`src/rtl/i2c_rf_pkg.sv`:
```
package i2c_rf_pkg;
    typedef enum logic [2:0] {
        ST_IDLE,
        ST_ADDR,
        ST_REG,
        ST_WDATA,
        ST_RDATA,
        ST_SKIP
    } link_st_e;
endpackage

```
`src/rtl/i2c_rf_sync.sv`:
```
module i2c_rf_sync #(
    parameter int STAGES = 2
) (
    input  logic clk,
    input  logic rst,
    input  logic scl_i,
    input  logic sda_i,
    output logic scl_rise_o,
    output logic scl_fall_o,
    output logic start_o,
    output logic stop_o,
    output logic sda_o
);
    typedef struct packed {
        logic [STAGES-1:0] scl_p;
        logic [STAGES-1:0] sda_p;
        logic              scl_prev;
        logic              sda_prev;
    } sync_s;

    sync_s q, d;
    logic scl_now, sda_now;

    assign scl_now = q.scl_p[STAGES-1];
    assign sda_now = q.sda_p[STAGES-1];

    always_comb begin
        d          = q;
        d.scl_p    = {q.scl_p[STAGES-2:0], scl_i};
        d.sda_p    = {q.sda_p[STAGES-2:0], sda_i};
        d.scl_prev = scl_now;
        d.sda_prev = sda_now;
    end

    always_ff @(posedge clk) begin
        if (rst) q <= '1;
        else     q <= d;
    end

    assign scl_rise_o = scl_now & ~q.scl_prev;
    assign scl_fall_o = ~scl_now & q.scl_prev;
    assign start_o    = scl_now & q.scl_prev & q.sda_prev & ~sda_now;
    assign stop_o     = scl_now & q.scl_prev & ~q.sda_prev & sda_now;
    assign sda_o      = sda_now;

    // bus conditions are only flagged with SCL held high across both samples
    p_cond_scl_high_r1: assert property (@(posedge clk) disable iff (rst)
        (start_o || stop_o) |-> (scl_now && $past(scl_now)));
endmodule

```
`src/rtl/i2c_rf_bank.sv`:
```
module i2c_rf_bank #(
    parameter int NUM_REGS = 21,
    parameter int ADDR_W   = 5
) (
    input  logic                  clk,
    input  logic                  rst,
    input  logic                  we_i,
    input  logic [ADDR_W-1:0]     waddr_i,
    input  logic [7:0]            wdata_i,
    input  logic [ADDR_W-1:0]     raddr_i,
    output logic [7:0]            rdata_o,
    output logic [NUM_REGS*8-1:0] regs_o
);
    logic [7:0] regs_q [NUM_REGS];
    logic [7:0] regs_d [NUM_REGS];

    always_comb begin
        regs_d = regs_q;
        if (we_i && (32'(waddr_i) < NUM_REGS)) regs_d[waddr_i] = wdata_i;
    end

    always_ff @(posedge clk) begin
        if (rst) begin
            for (int i = 0; i < NUM_REGS; i++) regs_q[i] <= 8'h00;
        end else begin
            regs_q <= regs_d;
        end
    end

    assign rdata_o = (32'(raddr_i) < NUM_REGS) ? regs_q[raddr_i] : 8'h00;

    for (genvar g = 0; g < NUM_REGS; g++) begin : g_reg
        assign regs_o[g*8 +: 8] = regs_q[g];

        // a register moves only after a write aimed at it
        p_write_gate_r5: assert property (@(posedge clk) disable iff (rst)
            !$stable(regs_q[g]) |-> $past(we_i && (waddr_i == ADDR_W'(g))));
    end
endmodule

```
`src/rtl/i2c_rf_link.sv`:
```
module i2c_rf_link
    import i2c_rf_pkg::*;
#(
    parameter int         NUM_REGS = 21,
    parameter int         ADDR_W   = 5,
    parameter logic [6:0] DEV_ADDR = 7'b1001100
) (
    input  logic              clk,
    input  logic              rst,
    input  logic              scl_rise_i,
    input  logic              scl_fall_i,
    input  logic              start_i,
    input  logic              stop_i,
    input  logic              sda_i,
    input  logic              addr_sel_i,
    input  logic [7:0]        rd_data_i,
    output logic              sda_oe_o,
    output logic              wr_en_o,
    output logic [ADDR_W-1:0] wr_addr_o,
    output logic [7:0]        wr_data_o,
    output logic [ADDR_W-1:0] ptr_o
);
    localparam logic [ADDR_W-1:0] PTR_MAX  = ADDR_W'(NUM_REGS - 1);
    localparam logic [7:0]        BASE_MAX = 8'(NUM_REGS - 1);

    typedef struct packed {
        link_st_e          st;
        logic [3:0]        cnt;
        logic [7:0]        shreg;
        logic [ADDR_W-1:0] ptr;
        logic              oe;
        logic              nack;
    } link_s;

    link_s q, d;
    logic  we_d;
    logic [ADDR_W-1:0] ptr_inc;

    assign ptr_inc = (q.ptr == PTR_MAX) ? q.ptr : q.ptr + 1'b1;

    always_comb begin
        d    = q;
        we_d = 1'b0;
        if (start_i) begin
            d.st  = ST_ADDR;
            d.cnt = 4'd0;
            d.oe  = 1'b0;
        end else if (stop_i) begin
            d.st  = ST_IDLE;
            d.cnt = 4'd0;
            d.oe  = 1'b0;
        end else if (q.st != ST_IDLE && q.st != ST_SKIP) begin
            if (scl_rise_i) begin
                if (q.cnt < 4'd8 && q.st != ST_RDATA) d.shreg = {q.shreg[6:0], sda_i};
                if (q.cnt == 4'd8 && q.st == ST_RDATA) d.nack = sda_i;
                if (q.cnt < 4'd9) d.cnt = q.cnt + 4'd1;
            end else if (scl_fall_i) begin
                if (q.cnt == 4'd8) begin
                    unique case (q.st)
                        ST_ADDR: begin
                            if (q.shreg[7:1] == {DEV_ADDR[6:1], addr_sel_i}) begin
                                d.oe   = 1'b1;
                                d.nack = 1'b0;
                                d.st   = q.shreg[0] ? ST_RDATA : ST_REG;
                            end else begin
                                d.st = ST_SKIP;
                                d.oe = 1'b0;
                            end
                        end
                        ST_REG: begin
                            if (q.shreg <= BASE_MAX) begin
                                d.ptr = q.shreg[ADDR_W-1:0];
                                d.oe  = 1'b1;
                                d.st  = ST_WDATA;
                            end else begin
                                d.st = ST_SKIP;
                                d.oe = 1'b0;
                            end
                        end
                        ST_WDATA: begin
                            we_d  = 1'b1;
                            d.ptr = ptr_inc;
                            d.oe  = 1'b1;
                        end
                        ST_RDATA: begin
                            d.oe  = 1'b0;
                            d.ptr = ptr_inc;
                        end
                        default: ;
                    endcase
                end else if (q.cnt == 4'd9) begin
                    d.cnt = 4'd0;
                    d.oe  = 1'b0;
                    if (q.st == ST_RDATA) begin
                        if (q.nack) begin
                            d.st = ST_SKIP;
                        end else begin
                            d.shreg = rd_data_i;
                            d.oe    = ~rd_data_i[7];
                        end
                    end
                end else if (q.cnt != 4'd0 && q.st == ST_RDATA) begin
                    d.shreg = {q.shreg[6:0], 1'b0};
                    d.oe    = ~q.shreg[6];
                end
            end
        end
    end

    always_ff @(posedge clk) begin
        if (rst) begin
            q.st    <= ST_IDLE;
            q.cnt   <= 4'd0;
            q.shreg <= 8'h00;
            q.ptr   <= '0;
            q.oe    <= 1'b0;
            q.nack  <= 1'b0;
        end else begin
            q <= d;
        end
    end

    assign sda_oe_o  = q.oe;
    assign wr_en_o   = we_d;
    assign wr_addr_o = q.ptr;
    assign wr_data_o = q.shreg;
    assign ptr_o     = q.ptr;

    // an ignoring or idle slave keeps SDA released
    p_quiet_when_idle_r3: assert property (@(posedge clk) disable iff (rst)
        (q.st == ST_IDLE || q.st == ST_SKIP) |-> !q.oe);

    // drive changes only follow an SCL fall or a bus condition
    p_oe_after_fall_r12: assert property (@(posedge clk) disable iff (rst)
        !$stable(q.oe) |-> $past(scl_fall_i || start_i || stop_i));

    // pointer never leaves the register range
    p_ptr_in_range_r6: assert property (@(posedge clk) disable iff (rst)
        q.ptr <= PTR_MAX);

    // outside the pointer-load phase, the pointer only steps by one
    p_ptr_step_r5: assert property (@(posedge clk) disable iff (rst)
        (!$stable(q.ptr) && $past(q.st) != ST_REG) |-> (q.ptr == ADDR_W'($past(q.ptr) + 1'b1)));

    // any start restarts the address phase at bit zero
    p_start_restarts_r11: assert property (@(posedge clk) disable iff (rst)
        start_i |=> (q.st == ST_ADDR && q.cnt == 4'd0 && !q.oe));
endmodule

```
`src/rtl/i2c_regfile_slave.sv`:
```
module i2c_regfile_slave #(
    parameter int         NUM_REGS    = 21,
    parameter logic [6:0] DEV_ADDR    = 7'b1001100,
    parameter int         SYNC_STAGES = 2
) (
    input  logic                  clk,
    input  logic                  rst,
    input  logic                  scl_i,
    input  logic                  sda_i,
    input  logic                  addr_sel_i,
    output logic                  sda_oe_o,
    output logic [NUM_REGS*8-1:0] regs_o
);
    localparam int ADDR_W = $clog2(NUM_REGS);

    logic              scl_rise, scl_fall, start_c, stop_c, sda_s;
    logic              wr_en;
    logic [ADDR_W-1:0] wr_addr, ptr;
    logic [7:0]        wr_data, rd_data;

    i2c_rf_sync #(.STAGES(SYNC_STAGES)) u_sync (
        .clk        (clk),
        .rst        (rst),
        .scl_i      (scl_i),
        .sda_i      (sda_i),
        .scl_rise_o (scl_rise),
        .scl_fall_o (scl_fall),
        .start_o    (start_c),
        .stop_o     (stop_c),
        .sda_o      (sda_s)
    );

    i2c_rf_link #(.NUM_REGS(NUM_REGS), .ADDR_W(ADDR_W), .DEV_ADDR(DEV_ADDR)) u_link (
        .clk        (clk),
        .rst        (rst),
        .scl_rise_i (scl_rise),
        .scl_fall_i (scl_fall),
        .start_i    (start_c),
        .stop_i     (stop_c),
        .sda_i      (sda_s),
        .addr_sel_i (addr_sel_i),
        .rd_data_i  (rd_data),
        .sda_oe_o   (sda_oe_o),
        .wr_en_o    (wr_en),
        .wr_addr_o  (wr_addr),
        .wr_data_o  (wr_data),
        .ptr_o      (ptr)
    );

    i2c_rf_bank #(.NUM_REGS(NUM_REGS), .ADDR_W(ADDR_W)) u_bank (
        .clk     (clk),
        .rst     (rst),
        .we_i    (wr_en),
        .waddr_i (wr_addr),
        .wdata_i (wr_data),
        .raddr_i (ptr),
        .rdata_o (rd_data),
        .regs_o  (regs_o)
    );
endmodule

```
`config.mk`:
```
export PLATFORM = sky130hd
export DESIGN_NAME = i2c_regfile_slave
export DESIGN_NICKNAME = d
export VERILOG_FILES = /design/src/rtl/i2c_rf_pkg.sv /design/src/rtl/i2c_rf_sync.sv /design/src/rtl/i2c_rf_bank.sv /design/src/rtl/i2c_rf_link.sv /design/src/rtl/i2c_regfile_slave.sv
export SDC_FILE = /design/constraint.sdc
export NUM_CORES = 1
export LEC_CHECK = 0
export ABC_AREA = 1
export BUFFER_PORTS_ARGS = -buffer_cell sky130_fd_sc_hd__clkbuf_2
export CORE_MARGIN = 8
export CORE_UTILIZATION = 41
export CTS_CLUSTER_SIZE = 24
export DETAILED_ROUTE_END_ITERATION = 10
export PLACE_DENSITY = 0.63
export RECOVER_POWER = 50
export SLEW_MARGIN = 25
export SYNTH_ARGS = -nofsm -noshare
export SYNTH_HDL_FRONTEND = slang
export SYNTH_HIERARCHICAL = 1
export SYNTH_SLANG_ARGS = --single-unit
```
`constraint.sdc`:
```
create_clock -name clk -period 6.7 [get_ports clk]
set_clock_uncertainty 0.05 [all_clocks]
set_input_delay 0.67 -clock clk [delete_from_list [all_inputs] [get_ports clk]]
set_output_delay 0.67 -clock clk [all_outputs]
set_load 0.02 [all_outputs]
```
==> metrics <==
Critical Path AT=4.36 ns; area grow syn2layout=11.6%; share of the synthesized area in the top cell type=36.6%; dpl cells=between 2,000 and 2,500; FF+latch count, synth=a little under 200; fin cells=approximately 2,200; total wire length=39,100 um; cell count after synthesis=between 1,500 and 2,000; Tcrit/Tclk final=60.9%; DP HPWL=26,400 um; reg2reg end=u_link/sda_oe_o$_SDFFE_PP0P_; post-CTS setup buffers=0; pre-CTS WS=roughly 3.1 ns; RSZ-0062 raised after global routing=no; cell area after synthesis=10,700 um2; syn nets=about 1,700; Final Max Tran Viols=44; number of CTS-inserted buffers=17; biggest area consumer among synthesized cells=dfxtp_1; kind of critical path=reg -> reg; Worst slew margin=-11.9%; GR Util All Layers=23.9%; Vias per Instance=5.38; vias in the first global route=about 10,000; CP max FO=44; Initial DRC Count=1,390; DR DRC count=0; Crit-path slowest cell=dfxtp_1; CTS tree=yes; Worst R2R Start=u_link/ptr_o[0]$_SDFFE_PP0P_; required time of the critical path=6.98 ns; f_max=245 MHz; Worst setup SP type=flip-flop; Final WS setup=2.62 ns; die area=31,600 um2; R2R Setup Slk=2.62 ns; Unique masters post-synth=32; post-DR wirelength/cell=between 15 and 20 um; Leak=4.91 nW; final net count=1,814; area of the core=25,800 um2; Setup Viol. Count Final=0; initial antenna violation count=0; synth warn=6; Die H=178 um; failing checks=max-capacitance violations, max-slew violations; Tmin final=4.08 ns; MaxCap Viol Count=1; worst path bufs/invs=4; measured slew at the worst slew-check pin=1.68 ns; final hold vios=0; Rows=59; total power=2.35 mW; total number of vias=11,575; antenna-violating nets left=0; hold-fix buffers at CTS=0; Fillers=2,829; synth top area cells=dfxtp_1 37%, nand2_1 16%, nor2_1 12%, nand4_1 7.6%, inv_1 5.0%; largest net degree at the start of global routing=88; Port-buffer cells=about 170; EDFF count, synth=0; Die Wd=178 um; Max clock buf depth=2; VDD IR max=141 uV; CP top delay family=flip-flops; Synth Flop Type=dfxtp_1; Root Driver=clkbuf_16; num ports=174; gpl congestion=0.893; max incr delay on CP=1.44 ns; First-pass DRT Iterations=7; Worst setup EP type=flip-flop; status=complete, but fails checks; FFs w/ async S/R, synth=0%; cells along the critical path=inv_2 -> buf_4 -> nand2_1 -> nand3_1 -> nand2_1 -> nand2_1 -> nand2_1 -> nand3_1 -> nand2_1 -> nor2_1 -> nand3_1 -> nand2_1 -> nand2_1 -> nand2_1 -> inv_1 -> nand3_1 -> nand2_1 -> inv_1; GRT overflow=0; Most common cell on crit path=nand2_1; Setup TNS Final=0 ns; count leader, synth=nand2_1; worst min path class=reg -> reg; Inserted Diodes=0; Clock Sinks=196; Reg2Reg Depth=18; list of most frequent post-synthesis cells=454 x nand2_1, 344 x nor2_1, 196 x dfxtp_1; PwrDens=196 nW/um2; Seq/Total Area, Yosys=roughly 37%; first-pass GRT wire length=59,700 um; worst hold path stage count=1; hold path startpoint=u_sync/d[5]$_SDFF_PP1_; clk slew on worst S/H paths=about 0.070 ns; Clock Latency Late Sink=0.43 ns; H-tree levels=4; mean post-synth cell area=6.25 um2; PostCTS Resize Cnt=0; Initial Utilization=41.5%; Worst Hold Path EP=u_sync/d[1]$_SDFF_PP1_; proportion of layout cells with a drive suffix above 1=5.78%
state kept, by name, indices dropped and copies added, names as in the netlist:
| signal | flops |
|---|---|
| u_bank/regs_o | 168 |
| u_link/q | 8 |
| u_link/wr_data_o | 8 |
| u_link/ptr_o | 5 |
| u_sync/d | 3 |
| u_sync/q | 2 |
| u_link/sda_oe_o | 1 |
| u_sync/sda_o | 1 |
power breakdown:
group | internal (mW) | switching (mW) | leakage, nW
clock | 0.643 | 0.485 | 0.307
sequential | 1.17 | 0.00153 | 1.58
combinational | 0.0145 | 0.0390 | 3.02
cell families (layout without fill, tap and decap cells):
family | count (synthesis) | in the layout | share of synthesized area [%]
buffers and inverters | 275 | 377 | 10.8
flip-flops | 196 | 196 | 36.6
adder cells (fa/ha/maj) | 5 | 5 | 0.584
AND/OR/NAND/NOR | 1084 | 1084 | 44.4
XOR/XNOR | 1 | 1 | 0.0817
AO/OA/AOI/OAI | 153 | 153 | 7.44
stage by stage:
stage               utilization, %  cell area [um2]  hold WS, ns
floorplan                        -            10700        0.333
global placement              44.7            11500        0.338
detailed placement            44.7            11500        0.346
CTS                           47.1            12200        0.349
global route                  46.3            12000        0.344
finish                        46.3            12000        0.359
how the worst max path moves through the flow:
stage | startpoint | end | slack (ns) | depth (start not counted)
detailed placement | u_sync/d[1]$_SDFF_PP1_ | u_bank/regs_o[64]$_SDFFE_PP0P_ | 3.13 | 12
finish | u_link/ptr_o[0]$_SDFFE_PP0P_ | u_link/sda_oe_o$_SDFFE_PP0P_ | 2.62 | 18
global route | u_link/ptr_o[0]$_SDFFE_PP0P_ | u_link/sda_oe_o$_SDFFE_PP0P_ | 2.33 | 18
CTS | u_sync/d[1]$_SDFF_PP1_ | u_bank/regs_o[64]$_SDFFE_PP0P_ | 3.12 | 12
global placement | u_sync/d[1]$_SDFF_PP1_ | u_bank/regs_o[69]$_SDFFE_PP0P_ | 3.20 | 12
floorplan | u_link/q[15]$_SDFFE_PP0P_ | u_bank/regs_o[10]$_SDFFE_PP0P_ | 4.55 | 12
worst reg2reg max path: stages, from the launching register on:
cell,delay [ns]
dfxtp_1,1.44
inv_2,0.76
buf_4,0.49
nand2_1,0.14
nand3_1,0.11
nand2_1,0.10
nand2_1,0.06
nand2_1,0.08
nand3_1,0.09
nand2_1,0.13
nor2_1,0.05
nand3_1,0.08
nand2_1,0.05
nand2_1,0.07
nand2_1,0.07
inv_1,0.06
nand3_1,0.06
nand2_1,0.07
inv_1,0.03
metal layers:
layer  vias up  share of wire [%]  track usage, %  routed length [um]
li1       5646                  -               -                   -
met1      5369                 43            31.5               16800
met2       500                 47            39.0               18200
met3        60                7.9            4.47                3090
met4         0                2.4            7.29                 921
met5         -                  0               0                   0
cells in the final DEF, fill, tap and decap left out, types with 4 or more instances in the layout:
cell type  instances
ha_1               5
or2_1              4
clkbuf_16         17
nand2_2            4
buf_4              9
inv_2             11
o21ai_0           76
inv_1            142
nor2_4            16
nand2_1          453
nor2_2            20
clkbuf_1         170
dfxtp_1          196
clkinv_1           9
a22oi_1            6
nand4_1          131
bufinv_16          4
nor2_1           344
nand3_2            5
nand3_1           99
a21oi_1           66
area by class of cell:
cell class / count / area, um2 / area share, %
Clock buffer: 18 / 439 / 3.67
Clock inverter: 13 / 198 / 1.65
Inverter: 164 / 619 / 5.18
Multi-Input combinational cell: 1243 / 5640 / 47.2
Sequential cell: 196 / 3920 / 32.8
Tap cell: 335 / 419 / 3.50
Timing Repair Buffer: 182 / 721 / 6.03
Power figures use the tool's default switching activity.
